==> src/rtl/mdio_pkg.sv <==
package mdio_pkg;

  localparam int FRAME_BITS = 64;
  localparam int IDX_W      = 6;
  localparam int TA_FIRST   = 46;
  localparam int TA_SECOND  = 47;
  localparam int DATA_FIRST = 48;
  localparam int LAST_BIT   = FRAME_BITS - 1;

  localparam int CMD_RD_BIT   = 15;
  localparam int CMD_PHY_LSB  = 8;
  localparam int CMD_REG_LSB  = 0;
  localparam int STAT_BSY_BIT = 16;
  localparam int STAT_ERR_BIT = 17;

  typedef enum logic [1:0] {
    SEL_CMD  = 2'd0,
    SEL_DATA = 2'd1,
    SEL_STAT = 2'd2,
    SEL_RSVD = 2'd3
  } sel_e;

  typedef struct packed {
    logic       rd;
    logic [4:0] phy;
    logic [4:0] regad;
  } cmd_t;

  // Serial image of one frame, transmitted from bit 63 downward.
  function automatic logic [FRAME_BITS-1:0] frame_bits(cmd_t c, logic [15:0] d);
    logic [1:0] op;
    logic [1:0] ta;
    op = c.rd ? 2'b10 : 2'b01;
    ta = c.rd ? 2'b11 : 2'b10;
    return {32'hFFFF_FFFF, 2'b01, op, c.phy, c.regad, ta, c.rd ? 16'hFFFF : d};
  endfunction

endpackage

==> src/rtl/mdio_clk_gen.sv <==
module mdio_clk_gen #(
  parameter int DIV_W = 8
) (
  input  logic             clk,
  input  logic             rst_n,
  input  logic             run,
  input  logic [DIV_W-1:0] div,
  output logic             mdc,
  output logic             rise_stb,
  output logic             fall_stb
);

  localparam logic [DIV_W-1:0] ONE = DIV_W'(1);

  logic [DIV_W-1:0] cnt_q, cnt_d;
  logic             mdc_q, mdc_d;
  logic             last;

  assign last = (cnt_q == (div - ONE));

  always_comb begin
    cnt_d = cnt_q;
    mdc_d = mdc_q;
    if (!run) begin
      cnt_d = '0;
      mdc_d = 1'b0;
    end else if (last) begin
      cnt_d = '0;
      mdc_d = ~mdc_q;
    end else begin
      cnt_d = cnt_q + ONE;
    end
  end

  always_ff @(posedge clk or negedge rst_n) begin
    if (!rst_n) begin
      cnt_q <= '0;
      mdc_q <= 1'b0;
    end else begin
      cnt_q <= cnt_d;
      mdc_q <= mdc_d;
    end
  end

  assign mdc      = mdc_q;
  assign rise_stb = run & last & ~mdc_q;
  assign fall_stb = run & last &  mdc_q;

  // clock parks low whenever no frame runs
  a_r1_idle_low: assert property (@(posedge clk) disable iff (!rst_n)
    !run |=> !mdc_q);

endmodule

==> src/rtl/mdio_frame_seq.sv <==
module mdio_frame_seq
  import mdio_pkg::*;
(
  input  logic        clk,
  input  logic        rst_n,
  input  logic        launch,
  input  cmd_t        l_cmd,
  input  logic [15:0] l_data,
  input  logic        rise_stb,
  input  logic        fall_stb,
  input  logic        mdio_i,
  output logic        busy,
  output logic        mdio_o,
  output logic        mdio_oe,
  output logic        rd_done,
  output logic        rd_err_set,
  output logic [15:0] rd_data
);

  localparam logic [IDX_W-1:0] IDX_TA1  = IDX_W'(TA_FIRST);
  localparam logic [IDX_W-1:0] IDX_TA2  = IDX_W'(TA_SECOND);
  localparam logic [IDX_W-1:0] IDX_DAT  = IDX_W'(DATA_FIRST);
  localparam logic [IDX_W-1:0] IDX_LAST = IDX_W'(LAST_BIT);
  localparam logic [IDX_W-1:0] IDX_ONE  = IDX_W'(1);

  logic                  busy_q, busy_d;
  logic                  rd_q, rd_d;
  logic [FRAME_BITS-1:0] sh_q, sh_d;
  logic [IDX_W-1:0]      idx_q, idx_d;
  logic [15:0]           rdsh_q, rdsh_d;
  logic                  done;

  always_comb begin
    busy_d     = busy_q;
    rd_d       = rd_q;
    sh_d       = sh_q;
    idx_d      = idx_q;
    rdsh_d     = rdsh_q;
    done       = 1'b0;
    rd_err_set = 1'b0;
    if (launch) begin
      busy_d = 1'b1;
      rd_d   = l_cmd.rd;
      sh_d   = frame_bits(l_cmd, l_data);
      idx_d  = '0;
      rdsh_d = '0;
    end else if (busy_q) begin
      if (rise_stb) begin
        if (rd_q && (idx_q >= IDX_DAT))
          rdsh_d = {rdsh_q[14:0], mdio_i};
        if (rd_q && (idx_q == IDX_TA2) && mdio_i)
          rd_err_set = 1'b1;
      end
      if (fall_stb) begin
        if (idx_q == IDX_LAST) begin
          busy_d = 1'b0;
          done   = 1'b1;
        end else begin
          sh_d  = {sh_q[FRAME_BITS-2:0], 1'b0};
          idx_d = idx_q + IDX_ONE;
        end
      end
    end
  end

  always_ff @(posedge clk or negedge rst_n) begin
    if (!rst_n) begin
      busy_q <= 1'b0;
      rd_q   <= 1'b0;
      sh_q   <= '0;
      idx_q  <= '0;
      rdsh_q <= '0;
    end else begin
      busy_q <= busy_d;
      rd_q   <= rd_d;
      sh_q   <= sh_d;
      idx_q  <= idx_d;
      rdsh_q <= rdsh_d;
    end
  end

  assign busy    = busy_q;
  assign mdio_o  = sh_q[FRAME_BITS-1];
  assign mdio_oe = busy_q & ~(rd_q & (idx_q >= IDX_TA1));
  assign rd_done = done & rd_q;
  assign rd_data = rdsh_q;

  // any accepted launch shows as busy on the next cycle
  a_r3_launch_busy: assert property (@(posedge clk) disable iff (!rst_n)
    launch |=> busy_q);

endmodule

==> src/rtl/mdio_regs.sv <==
module mdio_regs
  import mdio_pkg::*;
#(
  parameter int DIV_W     = 8,
  parameter int DIV_MIN   = 2,
  parameter int DIV_RESET = 4
) (
  input  logic             clk,
  input  logic             rst_n,
  input  logic [1:0]       reg_addr,
  input  logic             reg_we,
  input  logic [31:0]      reg_wdata,
  output logic [31:0]      reg_rdata,
  input  logic             busy,
  input  logic             rd_done,
  input  logic             rd_err_set,
  input  logic [15:0]      rd_data,
  output logic             launch,
  output cmd_t             l_cmd,
  output logic [15:0]      l_data,
  output logic [DIV_W-1:0] div
);

  localparam logic [DIV_W-1:0] DIV_MIN_V = DIV_W'(DIV_MIN);
  localparam logic [DIV_W-1:0] DIV_RST_V = DIV_W'(DIV_RESET);

  sel_e             sel;
  cmd_t             wcmd;
  logic             wr_ok;
  cmd_t             cmd_q, cmd_d;
  logic [15:0]      data_q, data_d;
  logic [DIV_W-1:0] div_q, div_d;
  logic             err_q, err_d;
  logic             armed_q, armed_d;
  logic             unused_wdata;

  assign sel          = sel_e'(reg_addr);
  assign wr_ok        = reg_we & ~busy;
  assign wcmd         = '{rd:    reg_wdata[CMD_RD_BIT],
                          phy:   reg_wdata[CMD_PHY_LSB +: 5],
                          regad: reg_wdata[CMD_REG_LSB +: 5]};
  assign unused_wdata = ^reg_wdata;

  always_comb begin
    cmd_d   = cmd_q;
    data_d  = data_q;
    div_d   = div_q;
    err_d   = err_q;
    armed_d = armed_q;
    if (wr_ok) begin
      case (sel)
        SEL_CMD: begin
          cmd_d   = wcmd;
          armed_d = ~wcmd.rd;
        end
        SEL_DATA: begin
          data_d  = reg_wdata[15:0];
          armed_d = 1'b0;
        end
        SEL_STAT: begin
          if (reg_wdata[DIV_W-1:0] >= DIV_MIN_V)
            div_d = reg_wdata[DIV_W-1:0];
          if (reg_wdata[STAT_ERR_BIT])
            err_d = 1'b0;
        end
        default: ;
      endcase
    end
    if (rd_done)    data_d = rd_data;
    if (rd_err_set) err_d  = 1'b1;
  end

  always_ff @(posedge clk or negedge rst_n) begin
    if (!rst_n) begin
      cmd_q   <= '0;
      data_q  <= '0;
      div_q   <= DIV_RST_V;
      err_q   <= 1'b0;
      armed_q <= 1'b0;
    end else begin
      cmd_q   <= cmd_d;
      data_q  <= data_d;
      div_q   <= div_d;
      err_q   <= err_d;
      armed_q <= armed_d;
    end
  end

  // A read starts from the command alone; a write from the data word after an armed command.
  always_comb begin
    launch = 1'b0;
    l_cmd  = cmd_q;
    l_data = reg_wdata[15:0];
    if (wr_ok && (sel == SEL_CMD) && wcmd.rd) begin
      launch = 1'b1;
      l_cmd  = wcmd;
    end else if (wr_ok && (sel == SEL_DATA) && armed_q) begin
      launch = 1'b1;
    end
  end

  always_comb begin
    reg_rdata = '0;
    case (sel)
      SEL_CMD: begin
        reg_rdata[CMD_RD_BIT]         = cmd_q.rd;
        reg_rdata[CMD_PHY_LSB +: 5]   = cmd_q.phy;
        reg_rdata[CMD_REG_LSB +: 5]   = cmd_q.regad;
      end
      SEL_DATA: reg_rdata[15:0] = data_q;
      SEL_STAT: begin
        reg_rdata[DIV_W-1:0]   = div_q;
        reg_rdata[STAT_BSY_BIT] = busy;
        reg_rdata[STAT_ERR_BIT] = err_q;
      end
      default: ;
    endcase
  end

  assign div = div_q;

  // divider never below the legal floor
  a_r2_div_floor: assert property (@(posedge clk) disable iff (!rst_n)
    div_q >= DIV_MIN_V);

  // host writes during a frame leave configuration untouched
  a_r11_busy_hold: assert property (@(posedge clk) disable iff (!rst_n)
    (busy && reg_we) |=> ($stable(div_q) && $stable(cmd_q)));

  // error flag holds until explicitly cleared
  a_r10_err_sticky: assert property (@(posedge clk) disable iff (!rst_n)
    (err_q && !(wr_ok && (sel == SEL_STAT) && reg_wdata[STAT_ERR_BIT])) |=> err_q);

  // unarmed data write starts nothing
  a_r4_data_no_arm: assert property (@(posedge clk) disable iff (!rst_n)
    (wr_ok && (sel == SEL_DATA) && !armed_q) |=> !busy);

endmodule

==> src/rtl/mdio_master.sv <==
module mdio_master
  import mdio_pkg::*;
#(
  parameter int DIV_W     = 8,
  parameter int DIV_MIN   = 2,
  parameter int DIV_RESET = 4
) (
  input  logic        clk,
  input  logic        rst_n,
  input  logic [1:0]  reg_addr,
  input  logic        reg_we,
  input  logic [31:0] reg_wdata,
  output logic [31:0] reg_rdata,
  output logic        mdc,
  output logic        mdio_o,
  output logic        mdio_oe,
  input  logic        mdio_i
);

  localparam int BLEN_W = DIV_W + 8;

  logic             busy;
  logic             launch;
  cmd_t             l_cmd;
  logic [15:0]      l_data;
  logic [DIV_W-1:0] div;
  logic             rise_stb;
  logic             fall_stb;
  logic             rd_done;
  logic             rd_err_set;
  logic [15:0]      rd_data;

  mdio_regs #(
    .DIV_W    (DIV_W),
    .DIV_MIN  (DIV_MIN),
    .DIV_RESET(DIV_RESET)
  ) u_regs (
    .clk       (clk),
    .rst_n     (rst_n),
    .reg_addr  (reg_addr),
    .reg_we    (reg_we),
    .reg_wdata (reg_wdata),
    .reg_rdata (reg_rdata),
    .busy      (busy),
    .rd_done   (rd_done),
    .rd_err_set(rd_err_set),
    .rd_data   (rd_data),
    .launch    (launch),
    .l_cmd     (l_cmd),
    .l_data    (l_data),
    .div       (div)
  );

  mdio_clk_gen #(
    .DIV_W(DIV_W)
  ) u_clk_gen (
    .clk     (clk),
    .rst_n   (rst_n),
    .run     (busy),
    .div     (div),
    .mdc     (mdc),
    .rise_stb(rise_stb),
    .fall_stb(fall_stb)
  );

  mdio_frame_seq u_seq (
    .clk       (clk),
    .rst_n     (rst_n),
    .launch    (launch),
    .l_cmd     (l_cmd),
    .l_data    (l_data),
    .rise_stb  (rise_stb),
    .fall_stb  (fall_stb),
    .mdio_i    (mdio_i),
    .busy      (busy),
    .mdio_o    (mdio_o),
    .mdio_oe   (mdio_oe),
    .rd_done   (rd_done),
    .rd_err_set(rd_err_set),
    .rd_data   (rd_data)
  );

  // Checker counter: host cycles spent busy in the current frame.
  logic [BLEN_W-1:0] blen_q;
  always_ff @(posedge clk or negedge rst_n) begin
    if (!rst_n)     blen_q <= '0;
    else if (!busy) blen_q <= '0;
    else            blen_q <= blen_q + BLEN_W'(1);
  end

  // a frame occupies 128 x divider host cycles
  a_r5_busy_len: assert property (@(posedge clk) disable iff (!rst_n)
    $fell(busy) |-> (blen_q == {1'b0, div, 7'b0}));

  // output bit moves only during the MDC low phase
  a_r7_mdio_on_low: assert property (@(posedge clk) disable iff (!rst_n)
    (busy && $past(busy) && (mdio_o != $past(mdio_o))) |-> !mdc);

endmodule

==> config.mk <==
export PLATFORM = sky130hd
export DESIGN_NAME = mdio_master
export DESIGN_NICKNAME = d
export VERILOG_FILES = /design/src/rtl/mdio_pkg.sv /design/src/rtl/mdio_clk_gen.sv /design/src/rtl/mdio_frame_seq.sv /design/src/rtl/mdio_regs.sv /design/src/rtl/mdio_master.sv
export SDC_FILE = /design/constraint.sdc
export NUM_CORES = 1
export LEC_CHECK = 0
export ABC_AREA = 1
export BUFFER_PORTS_ARGS = -buffer_cell sky130_fd_sc_hd__buf_2
export CAP_MARGIN = 20
export CORE_MARGIN = 2
export CORE_UTILIZATION = 49
export CTS_CLUSTER_SIZE = 10
export DETAILED_ROUTE_END_ITERATION = 10
export GPL_TIMING_DRIVEN = 0
export HOLD_SLACK_MARGIN = 0.15
export PLACE_DENSITY = 0.68
export SYNTH_ARGS = -nofsm -noshare
export SYNTH_HDL_FRONTEND = slang
export SYNTH_HIERARCHICAL = 1
export SYNTH_SLANG_ARGS = --single-unit
==> constraint.sdc <==
create_clock -name clk -period 4.4 [get_ports clk]
set_input_delay 0.22 -clock clk [delete_from_list [all_inputs] [get_ports clk]]
set_output_delay 0.22 -clock clk [all_outputs]
set_load 0.01 [all_outputs]
==> reports/metrics.csv <==
stage,metric,value,unit
clock_tree,clock root cell,clkbuf_16,
clock_tree,CTS max path bufs,2,
place,Final HPWL DP,12400,um
sta,fin crit share,71.7,%
floorplanning,Initial Util,49.5,%
route,DR vias/cell,4.98,
pwr,Power Dens Cells,316,nW/um^2
yosys,Yosys cell types,39,
cells_and_area,layout cells sized above 1,19.4,%
sta,maximum achievable frequency,0.317,GHz
clock_tree,CTS tree,yes,
pwr,Pleak,4.60,nW
critical_path,Critical Path RT,4.71,ns
cells_and_area,FILL cells,1378,
cells_and_area,flip-flop and latch area,3350,um^2
job,maxcap violations,0,
floorplanning,die height,127,um
sta,min Tclk post-route,3.16,ns
route,DRC,0,
sta,setup TNS,0,ns
sta,max-slew violation count,0,
yosys,async set-or-reset flop fraction in the synthesized netlist,100,%
sta,Hold Slack,0.177,ns
clock_tree,cts bufs inserted,17,
critical_path,Worst path max stage delay,0.61,ns
sta,RSZ-0062 raised after global routing,no,
grt,GRT Total Usage,22.9,%
clock_tree,clk sinks,134,
cells_and_area,ant diodes,0,
yosys,sequential area share after synthesis,45.1,%
place,PortBufs,43,
grt,pin count of the biggest net entering global routing,85,
critical_path,Critical-path top delay cell,dfrtp_1,
pwr,total power,2.75,mW
sta,Final Hold Fails,0,
sta,"Setup violations, final",0,
critical_path,CP arrival,3.46,ns
place,GPL Wtd Cong,0.872,
grt,first-pass GRT wire length,29500,um
yosys,"Warnings, synthesis",6,
route,drt total wl,17400,um
critical_path,Top Family by Delay on Critical Path,buffers and inverters,
yosys,Syn Inst Count,949,
cells_and_area,Layout area overhead,17.3,%
critical_path,crit path cell chain,inv_2 -> nand2_4 -> nor2_4 -> nand2_4 -> buf_6 -> nand2_1 -> buf_2 -> inv_1 -> nand2_1 -> inv_1 -> nand2_1 -> nor3_1 -> buf_6 -> buf_2 -> o21ai_0 -> nand2_1 -> o21ai_2,
critical_path,Worst setup EP type,flip-flop,
sta,Final Worst Setup Slack,1.24,ns
clock_tree,# resized after CTS,0,
yosys,synthesized area,7440,um^2
sta,clk_skew,0.0103,ns
grt,vias in the first global route,5894,
yosys,most common flop cell mapped by yosys,dfrtp_1,
floorplanning,die area,16200,um^2
route,Via Count,6189,
place,pre-CTS WS,1.28,ns
route,ANT nets after route,0,
pwr,Peak supply drop,0.000260,V
clock_tree,worst-skew pair later-pin latency,0.42,ns
place,Inst Count DP,1194,
route,First DRT Iteration DRCs,504,
floorplanning,Rows,45,
cells_and_area,fin cells,1243,
floorplanning,IO Pins,73,
yosys,#FFs+latches synth,134,
route,DR pass1 iterations,8,
outcome,status,"finished, final reports clean",
cells_and_area,multi-input logic area,3160,um^2
critical_path,CP max FO,11,
critical_path,CP startpoint kind,flip-flop,
worst_hold_path,worst hold path class,in -> reg,
floorplanning,Die Wd,127,um
clock_tree,H-Tree Depth,4,
critical_path,crit path buf inv count,7,
critical_path,"most used cell, CP",nand2_1,
cells_and_area,Nets,1087,
grt,grt ovf,0,
yosys,number of synthesized flops with an enable pin,0,
yosys,syn_area_per_cell,7.84,um^2
clock_tree,"Reg clk slew, reported paths",0.06,ns
floorplanning,core footprint,15000,um^2
route,drt wl/cell,14.0,um
grt,initial antenna violation count,0,
critical_path,critical path type,reg -> reg,
[worst register-to-register path: cells and delay by family (launching register included)]
| family | cells | cell delay (ns) |
|---|---|---|
| buf+inv | 7 | 1.23 |
| simple gates | 8 | 0.94 |
| flops | 1 | 0.61 |
| compound gates | 2 | 0.26 |
[kinds of logic (layout without fill, tap and decap cells)]
| kind of cell | count (synthesis) | in the layout | synth area share (%) |
|---|---|---|---|
| other | 1 | 14 | 0.0504 |
| buffers and inverters | 189 | 282 | 13.1 |
| XOR/XNOR | 8 | 8 | 0.942 |
| adder cells (fa/ha/maj) | 7 | 7 | 1.18 |
| flip-flops | 134 | 134 | 45.1 |
| AO/OA/AOI/OAI | 177 | 177 | 14.1 |
| AND/OR/NAND/NOR | 433 | 433 | 25.6 |
[sequential cells by signal, summed over array words and instances (netlist names)]
name	cells
u_seq/idx_q	6
u_seq/busy	1
u_regs/data_q	16
u_clk_gen/cnt_q	8
u_seq/rd_q	1
u_clk_gen/mdc	1
u_seq/rd_data	16
u_regs/div	8
u_regs/err_q	1
u_seq/sh_q	64
u_regs/armed_q	1
u_regs/cmd_q	11
[per-layer routing]
metal / global-route usage [%] / part of all wire (%) / up-vias
met5: 0 / 0 / -
met4: 8.14 / 1.5 / 0
met3: 4.31 / 4.1 / 17
met2: 36.0 / 47 / 132
met1: 32.1 / 48 / 2881
li1: - / - / 3159
[cell usage after synthesis, drive strengths merged, types with 5 or more instances]
cell,number,area (um^2)
a21oi,9,45.0
buf,62,492
clkbuf,17,65.1
dfrtp,133,3330
ha,7,87.6
inv,110,415
nand2,288,1180
nand3,94,475
nand4,5,31.3
nor2,42,200
o211ai,5,37.5
o21ai,159,935
xor2,6,52.6
[path summary, 6_finish.rpt]
path,start,endpoint,slack [ns],depth (start not counted)
min in group asynchronous,rst_n,u_regs/data_q[9],0.32,2
hold / removal,reg_wdata[13],u_regs/data_q[13],0.18,5
setup reg to reg,u_seq/busy,u_regs/data_q[10],1.24,17
setup / recovery,u_seq/busy,u_regs/data_q[10],1.24,17
hold reg to reg,u_seq/sh_q[57],u_seq/sh_q[58],0.48,2
max in group asynchronous,rst_n,u_seq/idx_q[5],3.29,3
[per-stage QoR]
step | instance area [um^2] | util (%)
final | 8720 | 58.0
after global routing | 8720 | 58.0
after global placement | 7940 | 52.8
after floorplan | 7490 | -
after CTS | 8720 | 58.0
after detailed placement | 7970 | 53.0
[timing repair]
action / CTS / global route
buffers inserted: 0 / 0
hold endpoints to repair: 66 / 0
hold buffers: 17 / 0
endpoints found under the setup margin: 0 / 0
[power breakdown]
group / internal (mW) / switching (mW)
registers: 1.23 / 0.000426
logic: 0.0513 / 0.0780
clock network: 0.875 / 0.515
total: 2.16 / 0.593
[placed cells by master (no fill, tap or decap), drive strengths merged]
master	instances
nand4	5
xor2	6
clkbuf	40
clkinv	4
dfrtp	133
a21boi	1
a21oi	9
ha	7
dfstp	1
o21ai	159
a21o	1
o21bai	1
clkinvlp	3
or2	1
nor2	42
nor3	2
o211ai	5
nand2	288
conb	14
xnor2	2
nor3b	1
buf	106
bufinv	2
nand3	94
o22ai	1
dlygate4sd3	17
inv	110
[layout make-up]
cell class                      instances  share of cell area, %
Sequential cell                       134                   38.4
Inverter                              110                   4.76
Multi-Input combinational cell        639                   36.3
Timing Repair Buffer                   61                   4.80
Clock buffer                           23                   5.48
Tap cell                              188                   2.70
Clock inverter                          9                   1.18
Buffer                                 79                   6.38
No activity file was read; power rests on OpenSTA's default activity.
